==> src/rtl/bu_pkg.sv <==
package bu_pkg;
  typedef enum logic [3:0] {
    S_IDLE, S_HOLD, S_SETTLE, S_CFG, S_CHKB, S_CHKG, S_WR, S_DONE, S_ERR
  } seq_st_e;

  typedef enum logic [1:0] {OP_CFG, OP_STAT, OP_REG} op_e;

  localparam logic [20:0] STAT_ADDR = 21'd1;
  localparam int LCRC_BIT  = 30;
  localparam int GCRC_BIT  = 28;
  localparam int VALID_BIT = 31;

  localparam logic [1:0] STG_LOCAL   = 2'b01;
  localparam logic [1:0] STG_GLOBAL  = 2'b10;
  localparam logic [1:0] STG_INVALID = 2'b11;

  function automatic logic [31:0] wr_cmd(input logic [20:0] a);
    return {1'b1, 6'd0, a, 4'd0};
  endfunction

  function automatic logic [31:0] rd_cmd(input logic [20:0] a);
    return {1'b0, 6'd1, a, 4'd0};
  endfunction
endpackage

==> src/rtl/bu_spi_byte.sv <==
module bu_spi_byte (
  input  logic       clk_i,
  input  logic       rst_ni,
  input  logic       abort_i,
  input  logic       go_i,
  input  logic [7:0] tx_i,
  output logic [7:0] rx_o,
  output logic       done_o,
  output logic       sclk_o,
  output logic       mosi_o,
  input  logic       miso_i
);
  logic       act_q, ph_q;
  logic [2:0] cnt_q;
  logic [7:0] sh_q;

  always_ff @(posedge clk_i or negedge rst_ni) begin
    if (!rst_ni) begin
      act_q  <= 1'b0;
      ph_q   <= 1'b0;
      cnt_q  <= '0;
      sh_q   <= '0;
      sclk_o <= 1'b0;
      done_o <= 1'b0;
    end else begin
      done_o <= 1'b0;
      if (abort_i) begin
        act_q  <= 1'b0;
        sclk_o <= 1'b0;
      end else if (go_i && !act_q) begin
        act_q <= 1'b1;
        ph_q  <= 1'b0;
        cnt_q <= '0;
        sh_q  <= tx_i;
      end else if (act_q) begin
        if (!ph_q) begin
          sclk_o <= 1'b1;
          ph_q   <= 1'b1;
        end else begin
          // falling edge: capture input bit, expose next output bit
          sclk_o <= 1'b0;
          ph_q   <= 1'b0;
          sh_q   <= {sh_q[6:0], miso_i};
          cnt_q  <= cnt_q + 3'd1;
          if (cnt_q == 3'd7) begin
            act_q  <= 1'b0;
            done_o <= 1'b1;
          end
        end
      end
    end
  end

  assign mosi_o = sh_q[7];
  assign rx_o   = sh_q;
endmodule

==> src/rtl/bu_spi_frame.sv <==
module bu_spi_frame #(
  parameter int WW = 2
) (
  input  logic          clk_i,
  input  logic          rst_ni,
  input  logic          abort_i,
  input  logic          go_i,
  input  logic [WW-1:0] nwords_i,
  input  logic [31:0]   word_i,
  output logic [WW-1:0] widx_o,
  output logic [31:0]   rx_word_o,
  output logic          done_o,
  output logic          cs_n_o,
  output logic          bgo_o,
  output logic [7:0]    btx_o,
  input  logic [7:0]    brx_i,
  input  logic          bdone_i
);
  logic       act_q;
  logic [1:0] bidx_q;

  assign btx_o = word_i[(5'd24 - {bidx_q, 3'd0}) +: 8];

  always_ff @(posedge clk_i or negedge rst_ni) begin
    if (!rst_ni) begin
      act_q     <= 1'b0;
      bidx_q    <= '0;
      widx_o    <= '0;
      rx_word_o <= '0;
      done_o    <= 1'b0;
      cs_n_o    <= 1'b1;
      bgo_o     <= 1'b0;
    end else begin
      done_o <= 1'b0;
      bgo_o  <= 1'b0;
      if (abort_i) begin
        act_q  <= 1'b0;
        cs_n_o <= 1'b1;
      end else if (go_i && !act_q) begin
        act_q  <= 1'b1;
        cs_n_o <= 1'b0;
        widx_o <= '0;
        bidx_q <= '0;
        bgo_o  <= 1'b1;
      end else if (act_q && bdone_i) begin
        rx_word_o <= {rx_word_o[23:0], brx_i};
        if (bidx_q == 2'd3) begin
          bidx_q <= '0;
          if (widx_o == nwords_i - WW'(1)) begin
            act_q  <= 1'b0;
            cs_n_o <= 1'b1;
            done_o <= 1'b1;
          end else begin
            widx_o <= widx_o + WW'(1);
            bgo_o  <= 1'b1;
          end
        end else begin
          bidx_q <= bidx_q + 2'd1;
          bgo_o  <= 1'b1;
        end
      end
    end
  end
endmodule

==> src/rtl/bu_frame_rom.sv <==
module bu_frame_rom
  import bu_pkg::*;
#(
  parameter int          BLK_WORDS  = 8,
  parameter logic [20:0] CFG_ADDR   = 21'h02000,
  parameter logic [31:0] PAY_SEED   = 32'h5A00_0000,
  parameter int          NUM_CLK_WR = 4,
  parameter logic [20:0] CLK_BASE   = 21'h1_000A,
  parameter logic [31:0] CLK_DATA   = 32'h0A00_0800,
  parameter logic [20:0] PAD_BASE   = 21'h1_0800,
  parameter logic [31:0] PAD_DATA   = 32'h1312_1312,
  parameter int          BLK_W      = 2,
  parameter int          K_W        = 3,
  parameter int          WW         = 4
) (
  input  op_e             op_i,
  input  logic [BLK_W-1:0] blk_i,
  input  logic [K_W-1:0]   k_i,
  input  logic [WW-1:0]    widx_i,
  output logic [31:0]      word_o,
  output logic [WW-1:0]    nwords_o
);
  logic [31:0] blk_base, reg_a, reg_d;

  always_comb begin
    blk_base = 32'(blk_i) * 32'(BLK_WORDS);
    if (32'(k_i) < 32'(NUM_CLK_WR)) begin
      reg_a = 32'(CLK_BASE) + 32'(k_i);
      reg_d = CLK_DATA + 32'(k_i);
    end else begin
      reg_a = 32'(PAD_BASE) + 32'(k_i) - 32'(NUM_CLK_WR);
      reg_d = PAD_DATA + 32'(k_i) - 32'(NUM_CLK_WR);
    end
    nwords_o = WW'(2);
    word_o   = '0;
    unique case (op_i)
      OP_CFG: begin
        nwords_o = WW'(BLK_WORDS + 1);
        word_o   = (widx_i == '0) ? wr_cmd(21'(32'(CFG_ADDR) + blk_base))
                                  : PAY_SEED + blk_base + 32'(widx_i) - 32'd1;
      end
      OP_STAT: word_o = (widx_i == '0) ? rd_cmd(STAT_ADDR) : 32'd0;
      OP_REG:  word_o = (widx_i == '0) ? wr_cmd(21'(reg_a)) : reg_d;
      default: word_o = '0;
    endcase
  end
endmodule

==> src/rtl/bringup_seq.sv <==
module bringup_seq
  import bu_pkg::*;
#(
  parameter int          CLK_KHZ    = 50000,
  parameter int          HOLD_US    = 1000,
  parameter int          SETTLE_US  = 1000,
  parameter int          NUM_BLK    = 4,
  parameter int          BLK_WORDS  = 8,
  parameter logic [20:0] CFG_ADDR   = 21'h02000,
  parameter logic [31:0] PAY_SEED   = 32'h5A00_0000,
  parameter int          NUM_CLK_WR = 4,
  parameter logic [20:0] CLK_BASE   = 21'h1_000A,
  parameter logic [31:0] CLK_DATA   = 32'h0A00_0800,
  parameter int          NUM_PAD_WR = 4,
  parameter logic [20:0] PAD_BASE   = 21'h1_0800,
  parameter logic [31:0] PAD_DATA   = 32'h1312_1312
) (
  input  logic       clk_i,
  input  logic       rst_ni,
  input  logic       start_i,
  input  logic       release_i,
  output logic       busy_o,
  output logic       done_o,
  output logic       err_o,
  output logic [3:0] err_code_o,
  output logic       rst_sw_o,
  output logic       rst_phy_o,
  output logic       rst_sec_o,
  output logic       spi_cs_no,
  output logic       spi_sclk_o,
  output logic       spi_mosi_o,
  input  logic       spi_miso_i
);
  localparam int HOLD_CYC   = CLK_KHZ * HOLD_US / 1000;
  localparam int SETTLE_CYC = CLK_KHZ * SETTLE_US / 1000;
  localparam int MAX_CYC    = (HOLD_CYC > SETTLE_CYC) ? HOLD_CYC : SETTLE_CYC;
  localparam int CNT_W      = $clog2(MAX_CYC + 1);
  localparam int NUM_WR     = NUM_CLK_WR + NUM_PAD_WR;
  localparam int BLK_W      = (NUM_BLK > 1) ? $clog2(NUM_BLK) : 1;
  localparam int K_W        = (NUM_WR > 1) ? $clog2(NUM_WR) : 1;
  localparam int WW         = $clog2(BLK_WORDS + 2);

  localparam logic [CNT_W-1:0] HOLD_LAST   = CNT_W'(HOLD_CYC - 1);
  localparam logic [CNT_W-1:0] SETTLE_LAST = CNT_W'(SETTLE_CYC - 1);
  localparam logic [BLK_W-1:0] BLK_LAST    = BLK_W'(NUM_BLK - 1);
  localparam logic [K_W-1:0]   K_LAST      = K_W'(NUM_WR - 1);

  seq_st_e          st_q;
  logic [CNT_W-1:0] cnt_q;
  logic [BLK_W-1:0] blk_q;
  logic [K_W-1:0]   k_q;
  logic             fgo_q, rel_q;
  logic [3:0]       code_q;
  op_e              op;

  logic [WW-1:0] nwords, widx;
  logic [31:0]   word, rx_word;
  logic          fdone, bgo, bdone;
  logic [7:0]    btx, brx;

  always_comb begin
    unique case (st_q)
      S_CHKB, S_CHKG: op = OP_STAT;
      S_WR:           op = OP_REG;
      default:        op = OP_CFG;
    endcase
  end

  bu_frame_rom #(
    .BLK_WORDS(BLK_WORDS), .CFG_ADDR(CFG_ADDR), .PAY_SEED(PAY_SEED),
    .NUM_CLK_WR(NUM_CLK_WR), .CLK_BASE(CLK_BASE), .CLK_DATA(CLK_DATA),
    .PAD_BASE(PAD_BASE), .PAD_DATA(PAD_DATA),
    .BLK_W(BLK_W), .K_W(K_W), .WW(WW)
  ) u_rom (
    .op_i(op), .blk_i(blk_q), .k_i(k_q), .widx_i(widx),
    .word_o(word), .nwords_o(nwords)
  );

  bu_spi_frame #(.WW(WW)) u_frame (
    .clk_i(clk_i), .rst_ni(rst_ni), .abort_i(start_i), .go_i(fgo_q),
    .nwords_i(nwords), .word_i(word), .widx_o(widx), .rx_word_o(rx_word),
    .done_o(fdone), .cs_n_o(spi_cs_no), .bgo_o(bgo), .btx_o(btx),
    .brx_i(brx), .bdone_i(bdone)
  );

  bu_spi_byte u_byte (
    .clk_i(clk_i), .rst_ni(rst_ni), .abort_i(start_i), .go_i(bgo),
    .tx_i(btx), .rx_o(brx), .done_o(bdone), .sclk_o(spi_sclk_o),
    .mosi_o(spi_mosi_o), .miso_i(spi_miso_i)
  );

  always_ff @(posedge clk_i or negedge rst_ni) begin
    if (!rst_ni) begin
      st_q   <= S_IDLE;
      cnt_q  <= '0;
      blk_q  <= '0;
      k_q    <= '0;
      fgo_q  <= 1'b0;
      rel_q  <= 1'b0;
      code_q <= '0;
    end else begin
      fgo_q <= 1'b0;
      if (start_i) begin
        st_q   <= S_HOLD;
        cnt_q  <= '0;
        blk_q  <= '0;
        k_q    <= '0;
        rel_q  <= 1'b0;
        code_q <= '0;
      end else begin
        unique case (st_q)
          S_HOLD:
            if (cnt_q == HOLD_LAST) begin
              st_q  <= S_SETTLE;
              cnt_q <= '0;
            end else cnt_q <= cnt_q + CNT_W'(1);
          S_SETTLE:
            if (cnt_q == SETTLE_LAST) begin
              st_q  <= S_CFG;
              fgo_q <= 1'b1;
            end else cnt_q <= cnt_q + CNT_W'(1);
          S_CFG:
            if (fdone) begin
              st_q  <= S_CHKB;
              fgo_q <= 1'b1;
            end
          S_CHKB:
            if (fdone) begin
              if (rx_word[LCRC_BIT]) begin
                st_q   <= S_ERR;
                code_q <= {STG_LOCAL, 2'(blk_q)};
              end else if (blk_q == BLK_LAST) begin
                st_q  <= S_CHKG;
                fgo_q <= 1'b1;
              end else begin
                blk_q <= blk_q + BLK_W'(1);
                st_q  <= S_CFG;
                fgo_q <= 1'b1;
              end
            end
          S_CHKG:
            if (fdone) begin
              if (rx_word[GCRC_BIT]) begin
                st_q   <= S_ERR;
                code_q <= {STG_GLOBAL, 2'b00};
              end else if (!rx_word[VALID_BIT]) begin
                st_q   <= S_ERR;
                code_q <= {STG_INVALID, 2'b00};
              end else begin
                st_q  <= S_WR;
                k_q   <= '0;
                fgo_q <= 1'b1;
              end
            end
          S_WR:
            if (fdone) begin
              if (k_q == K_LAST) st_q <= S_DONE;
              else begin
                k_q   <= k_q + K_W'(1);
                fgo_q <= 1'b1;
              end
            end
          S_DONE: if (release_i) rel_q <= 1'b1;
          default: ;
        endcase
      end
    end
  end

  logic unused_rx;
  assign unused_rx = ^{rx_word[29], rx_word[27:0]};

  assign busy_o     = (st_q != S_IDLE) && (st_q != S_DONE) && (st_q != S_ERR);
  assign done_o     = (st_q == S_DONE);
  assign err_o      = (st_q == S_ERR);
  assign err_code_o = code_q;
  assign rst_sw_o   = (st_q == S_IDLE) || (st_q == S_HOLD);
  assign rst_phy_o  = !rel_q;
  assign rst_sec_o  = !rel_q;
endmodule

==> config.mk <==
export PLATFORM = sky130hd
export DESIGN_NAME = bringup_seq
export DESIGN_NICKNAME = d
export VERILOG_FILES = /design/src/rtl/bu_pkg.sv /design/src/rtl/bu_spi_byte.sv /design/src/rtl/bu_spi_frame.sv /design/src/rtl/bu_frame_rom.sv /design/src/rtl/bringup_seq.sv
export SDC_FILE = /design/constraint.sdc
export NUM_CORES = 1
export LEC_CHECK = 0
export ABC_AREA = 1
export BUFFER_PORTS_ARGS = -buffer_cell sky130_fd_sc_hd__clkbuf_2
export CELL_PAD_IN_SITES_DETAIL_PLACEMENT = 1
export CELL_PAD_IN_SITES_GLOBAL_PLACEMENT = 2
export CORE_AREA = 5 5 122 124
export CTS_CLUSTER_SIZE = 20
export DETAILED_ROUTE_END_ITERATION = 6
export DIE_AREA = 0 0 127 129
export PLACE_DENSITY = 0.8
export SLEW_MARGIN = 0
export SYNTH_ARGS = -nofsm -noshare
export SYNTH_HDL_FRONTEND = slang
export SYNTH_SLANG_ARGS = --single-unit
==> constraint.sdc <==
create_clock -name clk_i -period 2.3 [get_ports clk_i]
set_input_delay 0.115 -clock clk_i [delete_from_list [all_inputs] [get_ports clk_i]]
set_output_delay 0.115 -clock clk_i [all_outputs]
set_load 0.02 [all_outputs]
==> results.json, run 1 <==
{
  "status": "complete, no violations",
  "netlist_instances": 583,
  "overflow": 0,
  "die_w_microns": 127,
  "fin_skew_ns": 0.0144,
  "synth_edf_count": 0,
  "insertion_delay_ns": 0.34,
  "drc_errors": 0,
  "crit_chain": "inv_2 -> ha_2 -> inv_2 -> ha_4 -> a21oi_2 -> o21bai_1 -> inv_1 -> ha_4 -> inv_2 -> nand3_1 -> nand3_1 -> nand2_1 -> nand3_1 -> o21ai_1 -> nand2_1",
  "num_vias": 3996,
  "postRouteAntennaNets": 0,
  "worst_setup_path_start_kind": "flip-flop",
  "critical-path-top-delay-family": "adder cells",
  "dr.pass1.iters": 4,
  "synth.area.top_cells": "dfrtp_1 (38%), nand2_1 (13%), ha_1 (6.9%), nand3_1 (6.5%), nor2_1 (5.9%)",
  "ir_drop_uv": 302,
  "r2r_start": "blk_q[0]",
  "hold_start": "start_i",
  "grt_start_max_net_pins": 69,
  "dp_hpwl_mm": 9.49,
  "hp-class": "input pin to flip-flop",
  "wl_per_cell_microns": 16.0,
  "grt_pass1_vias": 4279,
  "start_util_pct": 32.0,
  "yosys.area.top_type": "dfrtp_1",
  "final_cell_mix": "nand2_1 (152), nor2_1 (69), dfrtp_1 (67)",
  "maxCapViolCount": 0,
  "syn_to_final_growth_pct": 16.9,
  "setup_viol": 0,
  "pin_count": 18,
  "syn_avg_cell_area_sq_um": 7.49,
  "required_ns": 2.53,
  "fin_crit_ns": 2.19,
  "slew_headroom_pct": 65.0,
  "clk_pin_slew_ns": 0.06,
  "synth_seq_cells": 68,
  "fin_nets": 649,
  "avgViaCountPerCell": 4.97,
  "cts.path.max_buffers": 2,
  "tightest_slew_ns": 0.521,
  "slew_violations": 0,
  "drt_iter0_drc": 205,
  "nFillCells": 1733,
  "crit_start": "blk_q[0]",
  "power.leakage_nw": 2.43,
  "diodes": 0,
  "antenna_found_initial": 0,
  "layout_commonest_cell": "nand2_1",
  "fmax_mhz": 457,
  "numCtsBuffers": 9,
  "core-area_sq_mm": 0.0137,
  "sequentialPowerShare_pct": 42.5,
  "place.gp.congestion": 0.843,
  "clock_power_share_pct": 46.6,
  "finalHoldViolations": 0,
  "dieArea_sq_mm": 0.0164,
  "multiInputGateArea_sq_mm": 0.00239,
  "yosysSeqAreaShare_pct": 39.0,
  "utilization_pct": 37.4,
  "cts_max_level": 3,
  "cp-end-kind": "flip-flop",
  "portBuffers": 17,
  "worstSetupPathType": "flip-flop to flip-flop",
  "ys.flop_type": "dfrtp_1",
  "grt_pass1_wl_mm": 21.6,
  "seq_area_sq_mm": 0.00170,
  "sw_frac_of_total_pct": 26.4,
  "wl_mm": 12.9,
  "path_buf_inv": 4,
  "rows": 43,
  "synth_top_area_share_pct": 38.4,
  "root_buffer": "clkbuf_16",
  "dieHeight_microns": 129,
  "tns_ns": 0,
  "cts_tree": "done",
  "grtUsageTotal_pct": 16.4,
  "async_reset_ff_share_pct": 100,
  "switching_power_mw": 0.802,
  "ys_types": 46,
  "total_power_mw": 3.04,
  "cp.arrival_ns": 2.42,
  "place_area_sq_mm": 0.00473,
  "drive_gt1_share_pct": 16.0,
  "comb_power_share_pct": 10.9,
  "power_density_mw_per_mm2": 595,
  "max_stage_delay_ns": 0.40,
  "cp_slowest_cell": "dfrtp_1",
  "whs_ns": 0.0749,
  "cts_sinks": 68,
  "yosysWarnings": 0,
  "synth_area_sq_mm": 0.00437,
  "postLayoutCellArea_sq_mm": 0.00511,
  "power.internal_mw": 2.24,
  "period_share_pct": 95.1,
  "crit_path_max_fanout": 4,
  "synth_fp_nets": 613
}
## stage by stage
stage	cells	setup WS (ns)
after floorplan	583	0.118
after global placement	783	0.115
after detailed placement	783	0.00344
after CTS	801	0.0251
after global routing	804	-0.0201
final	804	0.113
## layout make-up
class / instances / share of cell area [%]
Multi-Input combinational cell: 439 / 46.9
Sequential cell: 68 / 33.3
Timing Repair Buffer: 36 / 4.80
Inverter: 65 / 4.78
Clock buffer: 11 / 4.75
Tap cell: 180 / 4.41
Clock inverter: 5 / 1.03
## what timing repair did
item | in CTS | in global routing
hold buffers | 2 | 0
endpoints found under the hold margin | 68 | 0
gates resized for setup | 1 | 12
buffers inserted | 0 | 3
endpoints found under the setup margin | 1 | 3
pin swaps | 0 | 5
## flip-flops by register name, summed over array words and instances, names as in the netlist, 2 cells and up
register           cells
cnt_q                 16
u_frame.rx_word_o     12
u_byte.rx_o            8
err_code_o             4
st_q                   4
u_frame.widx_o         4
k_q                    3
u_byte.cnt_q           3
blk_q                  2
u_frame.bidx_q         2
## cell families after synthesis
| kind of cell | synth area share [%] |
|---|---|
| adders and majority gates | 7.33 |
| AOI/OAI and AO/OA | 10.6 |
| and+or+nand+nor | 33.9 |
| buffers and inverters | 7.13 |
| DFF | 39.0 |
| xor gates and xnor gates | 2.01 |
## power by group through the flow
stage               Sequential, mW  Combinational, mW  Clock (mW)
finish                        1.29              0.330        1.42
floorplan                     1.31              0.186           0
detailed placement            1.31              0.313           0
CTS                           1.29              0.319        1.46
global route                  1.30              0.379        1.51
global placement              1.31              0.303           0
## synthesized netlist by cell type (2+ instances only)
library cell	number
buf_1	3
a21oi_1	24
o21ai_0	32
nor3_2	2
nand2_1	152
nor2_4	2
nand3_4	2
nor2_1	69
o21ai_1	9
xor2_1	7
inv_2	8
nand4_1	7
nand3b_1	4
nand3_2	4
o31ai_1	4
nand2_4	4
nor2_2	8
nor3_1	4
dfrtp_1	67
inv_1	56
nand2_2	4
clkbuf_1	3
xnor2_1	3
nand3_1	57
ha_1	24
o22ai_1	3
buf_4	2
## final timing paths
path                                    endpoint  slack (ns)  depth (start not counted)
setup / recovery                  u_byte.rx_o[1]        0.11                         15
hold / removal                     u_byte.done_o        0.07                          2
setup reg to reg                  u_byte.rx_o[1]        0.11                         15
hold reg to reg            u_frame.rx_word_o[23]        0.48                          2
max in group asynchronous         u_frame.cs_n_o        1.60                          3
min in group asynchronous          err_code_o[1]        0.31                          3
## layer usage
metal	vias up	part of all wire [%]	global-route usage, %	wire [microns]
met5	-	0	0	0
met1	1976	45	19.8	5850
met4	0	1.6	6.12	204
met2	34	52	29.2	6640
met3	18	1.5	3.11	191
li1	1968	-	-	-
(Power assumes the default switching activity.)
==> run 2: changes to the inputs <==
ABC_AREA = not set   (was 1)
CORE_AREA = 5 5 116 118   (was 5 5 122 124)
DIE_AREA = 0 0 121 123   (was 0 0 127 129)
PLACE_DENSITY = 0.82   (was 0.8)
==> run 2 against run 1 <==
Against the previous run:
- register-to-register slack worse by 0.04 ns
- area after synthesis shrank 0.37%
- first-iteration DRC count fell by 18%
- cell count is 13% lower
- global-route usage grew 1.8 points
- worst setup slack lost 0.043 ns
- routed wire length decreased by 2.3%
- clock-buffer cell count rose by 1
- sequential power is 5% higher
==> results.json, run 2 <==
{
  "dr.pass1.iters": 4,
  "post-place-ws_ns": -0.102,
  "grt_start_max_net_pins": 69,
  "cts_tree": "done",
  "critical-path-top-delay-family": "adder cells",
  "cp_slowest_cell": "fa_2",
  "insertion_delay_ns": 0.35,
  "status": "complete, no violations",
  "diodes": 0,
  "cts_max_level": 3,
  "root_buffer": "clkbuf_16",
  "cts.path.max_buffers": 2,
  "largest_reg_flops": 16,
  "portBuffers": 17,
  "finalHoldViolations": 0,
  "drt_iter0_drc": 169,
  "clk_pin_slew_ns": 0.06,
  "fin_nets": 549,
  "num_vias": 3877,
  "grt_pass1_vias": 4064,
  "worstSetupPathType": "flip-flop to flip-flop",
  "hp-class": "input pin to flip-flop",
  "layout_commonest_cell": "dfrtp_1",
  "nFillCells": 1447,
  "crit_path_max_fanout": 2,
  "async_reset_ff_share_pct": 100,
  "ir_drop_uv": 441,
  "yosys.area.top_type": "dfrtp_1",
  "rows": 41,
  "fmax_mhz": 448,
  "r2r_setup_slack_ns": 0.07,
  "cp.arrival_ns": 2.49,
  "tightest_slew_ns": 0.922,
  "dieHeight_microns": 123,
  "sequentialPowerShare_pct": 34.5,
  "antenna_found_initial": 0,
  "largest-register": "cnt_q",
  "yosys.cell_count.top_type": "dfrtp_1",
  "overflow": 0,
  "pin_count": 18,
  "avgViaCountPerCell": 5.57,
  "numCtsBuffers": 9,
  "clock_power_share_pct": 40.4,
  "required_ns": 2.56,
  "core-area_sq_mm": 0.0124,
  "drc_errors": 0,
  "place.gp.congestion": 0.842,
  "comb_power_share_pct": 25.1,
  "grt_pass1_wl_mm": 21.3,
  "total_power_mw": 3.90,
  "crit_chain": "inv_1 -> ha_2 -> fa_2 -> a21o_1 -> a21oi_2 -> ha_2 -> o221ai_2 -> nand3_1 -> a31oi_1",
  "fin_skew_ns": 0.00461,
  "dieArea_sq_mm": 0.0149,
  "worst_setup_path_start_kind": "flip-flop",
  "synthAdderAreaFrac_pct": 7.36,
  "syn_to_final_growth_pct": 19.2,
  "synth.area.mux_share_pct": 5.18,
  "drive_gt1_share_pct": 18.7,
  "switching_power_mw": 1.23,
  "max_stage_delay_ns": 0.40,
  "synth-simple-area-share_pct": 22.9,
  "sw_frac_of_total_pct": 31.5,
  "wl_mm": 12.6,
  "die_w_microns": 121,
  "synth_common_cells": "dfrtp_1 (67), nand2_1 (47), o21ai_0 (33)",
  "wl_per_cell_microns": 18.1,
  "synth_top_family_by_area": "simple AND/OR/NAND/NOR gates",
  "syn_avg_cell_area_sq_um": 9.03,
  "start_util_pct": 35.2,
  "netlist_instances": 482,
  "period_share_pct": 97.0,
  "power.leakage_nw": 2.25,
  "synth_seq_cells": 68,
  "cp-end-kind": "flip-flop",
  "power.internal_mw": 2.67,
  "fin_crit_ns": 2.23,
  "power_density_mw_per_mm2": 753,
  "ys.flop_type": "dfrtp_1",
  "slew_headroom_pct": 38.6,
  "maxCapViolCount": 0,
  "cp_common_cell": "ha_2",
  "synth_compound_area_share_pct": 19.4,
  "synth_fp_nets": 512,
  "worst_slack_ns": 0.0698,
  "synthXorXnorAreaFrac_pct": 1.21,
  "final_cell_mix": "dfrtp_1 (67), nand2_1 (47), buf_4 (35)",
  "synth_edf_count": 0,
  "cts_sinks": 68,
  "grtUsageTotal_pct": 18.2,
  "ys_types": 70,
  "slew_violations": 0,
  "path_buf_inv": 1,
  "synth_top_area_share_pct": 38.5,
  "postRouteAntennaNets": 0,
  "yosysSeqAreaShare_pct": 39.1,
  "yosysWarnings": 0,
  "synth.area.top_cells": "dfrtp_1 (39%), ha_1 (6.9%), nand2_1 (4.1%), o21ai_0 (3.8%), mux2_2 (3.1%)",
  "dp_hpwl_mm": 9.12,
  "setup_viol": 0,
  "synth_area_sq_mm": 0.00435
}
[run 2: metrics by stage]
step / cell area [sq um] / util, % / setup TNS [ns] / hold slack (ns) / instances
floorplan: 4350 / - / 0 / -0.181 / 482
global placement: 4770 / 38.5 / 0 / 0.298 / 676
detailed placement: 4770 / 38.5 / -0.145 / 0.318 / 676
CTS: 5130 / 41.5 / -0.0171 / 0.0793 / 694
global route: 5190 / 41.9 / -0.0567 / 0.0961 / 696
finish: 5190 / 41.9 / 0 / 0.0856 / 696
[run 2: area by class of cell]
type / count / area, sq um / area share (%)
multi-input combinational: 365 / 2490 / 47.9
sequential: 68 / 1700 / 32.8
inverter: 22 / 82.6 / 1.59
timing repair buffer: 53 / 363 / 7.00
clock inverter: 4 / 70.1 / 1.35
clock buffer: 12 / 267 / 5.14
tap: 172 / 215 / 4.15
[run 2: what timing repair did]
action	in CTS	in global routing
setup endpoints to repair	7	5
gates resized for setup	2	8
hold buffers	2	0
setup buffers	0	2
hold endpoints to repair	68	0
pin swaps	1	4
[run 2: worst paths after layout]
kind                              startpoint                    end  cells past startpoint
min                                  start_i                  rel_q                      2
min in group asynchronous             rst_ni              cnt_q[15]                      2
max in group asynchronous             rst_ni  u_frame.rx_word_o[12]                      2
min reg2reg                  u_byte.cnt_q[1]        u_byte.cnt_q[1]                      2
max                        u_frame.widx_o[1]         u_byte.rx_o[5]                      9
max reg2reg                u_frame.widx_o[1]         u_byte.rx_o[5]                      9
[run 2: worst reg2reg max path, delay by kind of cell, from the launching register on]
family | cells | cell delay [ns]
AND/OR/NAND/NOR | 1 | 0.12
buffers and inverters | 1 | 0.07
AO/OA/AOI/OAI | 4 | 0.74
adder cells (fa/ha/maj) | 3 | 0.88
flip-flops | 1 | 0.35
[run 2: cells by family (layout without fill, tap and decap cells)]
family,count (synthesis),after routing
buffers and inverters,49,91
DFF,68,68
muxes,21,21
AOI/OAI and AO/OA,129,129
and+or+nand+nor,184,184
adders and majority gates,25,25
xor gates and xnor gates,6,6
[run 2: layer usage]
layer	share of wire, %	vias up	track usage, %	wire (microns)
met5	0	-	0	0
met4	1.8	0	7.01	231
met3	3.1	13	3.16	392
met2	48	57	29.8	6020
met1	47	1952	24.3	5940
li1	-	1855	-	-
[run 2: power by group through the flow]
stage	Clock [mW]	Combinational, mW	Sequential [mW]
after global placement	0	0.943	1.36
final	1.58	0.980	1.35
after CTS	1.62	0.984	1.35
after global routing	1.68	1.09	1.36
after detailed placement	0	0.969	1.37
after floorplan	0	0.599	1.34
==> run 3: changes to the inputs <==
CORE_AREA = 5 5 129 131   (was 5 5 116 118)
DIE_AREA = 0 0 134 136   (was 0 0 121 123)
SYNTH_HIERARCHICAL = 1   (was not set)
==> run 3 against run 2 <==
Against the previous run:
- the run now ends with negative setup slack left
- flip-flop and latch count is the same
- register-to-register slack got worse by 0.58 ns
- power decreased by 9.7%
- clock skew up 0.0037 ns
- sequential power decreased by 5%
- via count grew 3.8%
- clock-buffer cell count shrank 1
- area after synthesis grew 11%
- highest routed layer unchanged
==> results.json, run 3 <==
{
  "largest-register": "cnt_q",
  "dp_cells": 722,
  "wl_per_cell_microns": 17.5,
  "grt_util_met1_pct": 18.1,
  "synth_area_sq_mm": 0.00483,
  "fin_nets": 589,
  "postLayoutCellArea_sq_mm": 0.00613,
  "overflow": 0,
  "fin_crit_ns": 2.81,
  "dieHeight_microns": 136,
  "fmax_mhz": 356,
  "diodes": 0,
  "power.internal_mw": 2.48,
  "worstSetupPathType": "flip-flop to flip-flop",
  "required_ns": 2.52,
  "pin_count": 18,
  "cp-end-kind": "flip-flop",
  "finalHoldViolations": 0,
  "layout_commonest_cell": "nand2_1",
  "grt_pass1_vias": 4317,
  "setup_viol": 11,
  "switching_power_mw": 1.05,
  "rows": 46,
  "maxCapViolCount": 0,
  "cts_max_level": 3,
  "stdcell_count": 758,
  "sequentialPowerShare_pct": 36.4,
  "final_cell_mix": "nand2_1 (65), dfrtp_1 (64), buf_4 (55)",
  "worst_slack_ns": -0.507,
  "hold_start": "release_i",
  "crit_start": "u_frame/widx_o[1]",
  "dr.pass1.iters": 4,
  "place_area_sq_mm": 0.00529,
  "comb_power_share_pct": 23.8,
  "drive_gt1_share_pct": 36.0,
  "globalRouteMet2Util_pct": 26.4,
  "clk_pin_slew_ns": 0.06,
  "tightest_slew_ns": 0.642,
  "core-area_sq_mm": 0.0155,
  "status": "complete, but fails checks",
  "total_power_mw": 3.53,
  "start_util_pct": 31.2,
  "cts_sinks": 68,
  "utilization_pct": 39.6,
  "netlist_instances": 504,
  "numCtsBuffers": 9,
  "worst_setup_path_start_kind": "flip-flop",
  "power_density_mw_per_mm2": 575,
  "grtUsageTotal_pct": 14.8,
  "grt_busiest_layer": "met2",
  "antenna_found_initial": 0,
  "avgViaCountPerCell": 5.31,
  "crit_path_max_fanout": 3,
  "place.gp.congestion": 0.857,
  "period_share_pct": 122,
  "slew_violations": 0,
  "clock_power_share_pct": 39.8,
  "grt_start_max_net_pins": 69,
  "largest_reg_flops": 16,
  "wl_mm": 13.3,
  "grt_pass1_wl_mm": 21.9,
  "portBuffers": 17,
  "num_vias": 4023,
  "insertion_delay_ns": 0.34,
  "postRouteAntennaNets": 0,
  "tns_ns": -3.33,
  "dieArea_sq_mm": 0.0182,
  "drt_iter0_drc": 240,
  "r2r_start": "u_frame/widx_o[1]",
  "die_w_microns": 134,
  "cts_tree": "done",
  "root_buffer": "clkbuf_16",
  "yosysWarnings": 6,
  "power.leakage_nw": 2.69,
  "drc_errors": 0,
  "ir_drop_uv": 321,
  "grtUsageMet3_pct": 2.74,
  "violations": "negative setup slack",
  "cts.path.max_buffers": 2,
  "cp.arrival_ns": 3.03,
  "hp-class": "input pin to flip-flop",
  "sw_frac_of_total_pct": 29.7,
  "rsz0062_at_grt": "yes",
  "slew_headroom_pct": 57.0,
  "dp_hpwl_mm": 9.11,
  "syn_avg_cell_area_sq_um": 9.58,
  "syn_to_final_growth_pct": 26.9,
  "fin_skew_ns": 0.00828
}
run 3: area by class of cell:
class                      instances  area (sq um)
clock buffer                      11           243
clock inverter                     5          61.3
fill                            1721          9360
inverter                          31           126
multi-input combinational        366          3090
sequential                        68          1710
tap                              192           240
timing repair buffer              85           661
run 3: worst paths after layout:
kind	end	slack (ns)	depth (start not counted)
worst max-delay path	u_byte/rx_o[5]	-0.51	11
worst min-delay path	rel_q	0.02	3
max in group asynchronous	u_frame/cs_n_o	1.64	3
min in group asynchronous	cnt_q[14]	0.33	3
worst max register to register	u_byte/rx_o[5]	-0.51	11
worst min register to register	u_frame/rx_word_o[15]	0.47	2
run 3: what timing repair did:
item	in CTS	in global routing
endpoints found under the hold margin	67	0
gates resized for setup	50	26
setup endpoints to repair	16	16
hold buffers	1	0
pin swaps	18	22
buffers inserted	13	7
run 3: critical path, cell delays in order (launching register included):
cell,delay [ns]
dfrtp_2,0.43
buf_4,0.15
fa_2,0.38
a21o_1,0.21
a21oi_4,0.17
ha_4,0.15
nor3_2,0.04
a21oi_1,0.13
nor2_1,0.06
mux4_2,0.46
mux2_4,0.26
mux2_4,0.25
run 3: power by group through the flow:
stage,clock [mW],combinational [mW],sequential [mW]
final,1.40,0.838,1.28
after global placement,0,0.694,1.30
after global routing,1.50,0.918,1.29
after detailed placement,0,0.722,1.30
after CTS,1.44,0.787,1.28
after floorplan,0,0.566,1.29
run 3: stage by stage:
stage	hold WS [ns]	setup slack [ns]
final	0.0206	-0.507
after global routing	0.0483	-0.636
after CTS	0.0200	-0.496
after detailed placement	0.174	-0.574
after global placement	0.165	-0.473
after floorplan	-0.181	-0.481
run 3: layer usage:
metal / part of all wire (%) / up-vias
li1: - / 1897
met1: 44 / 2046
met2: 52 / 56
met3: 2.1 / 24
met4: 2.4 / 0
met5: 0 / -
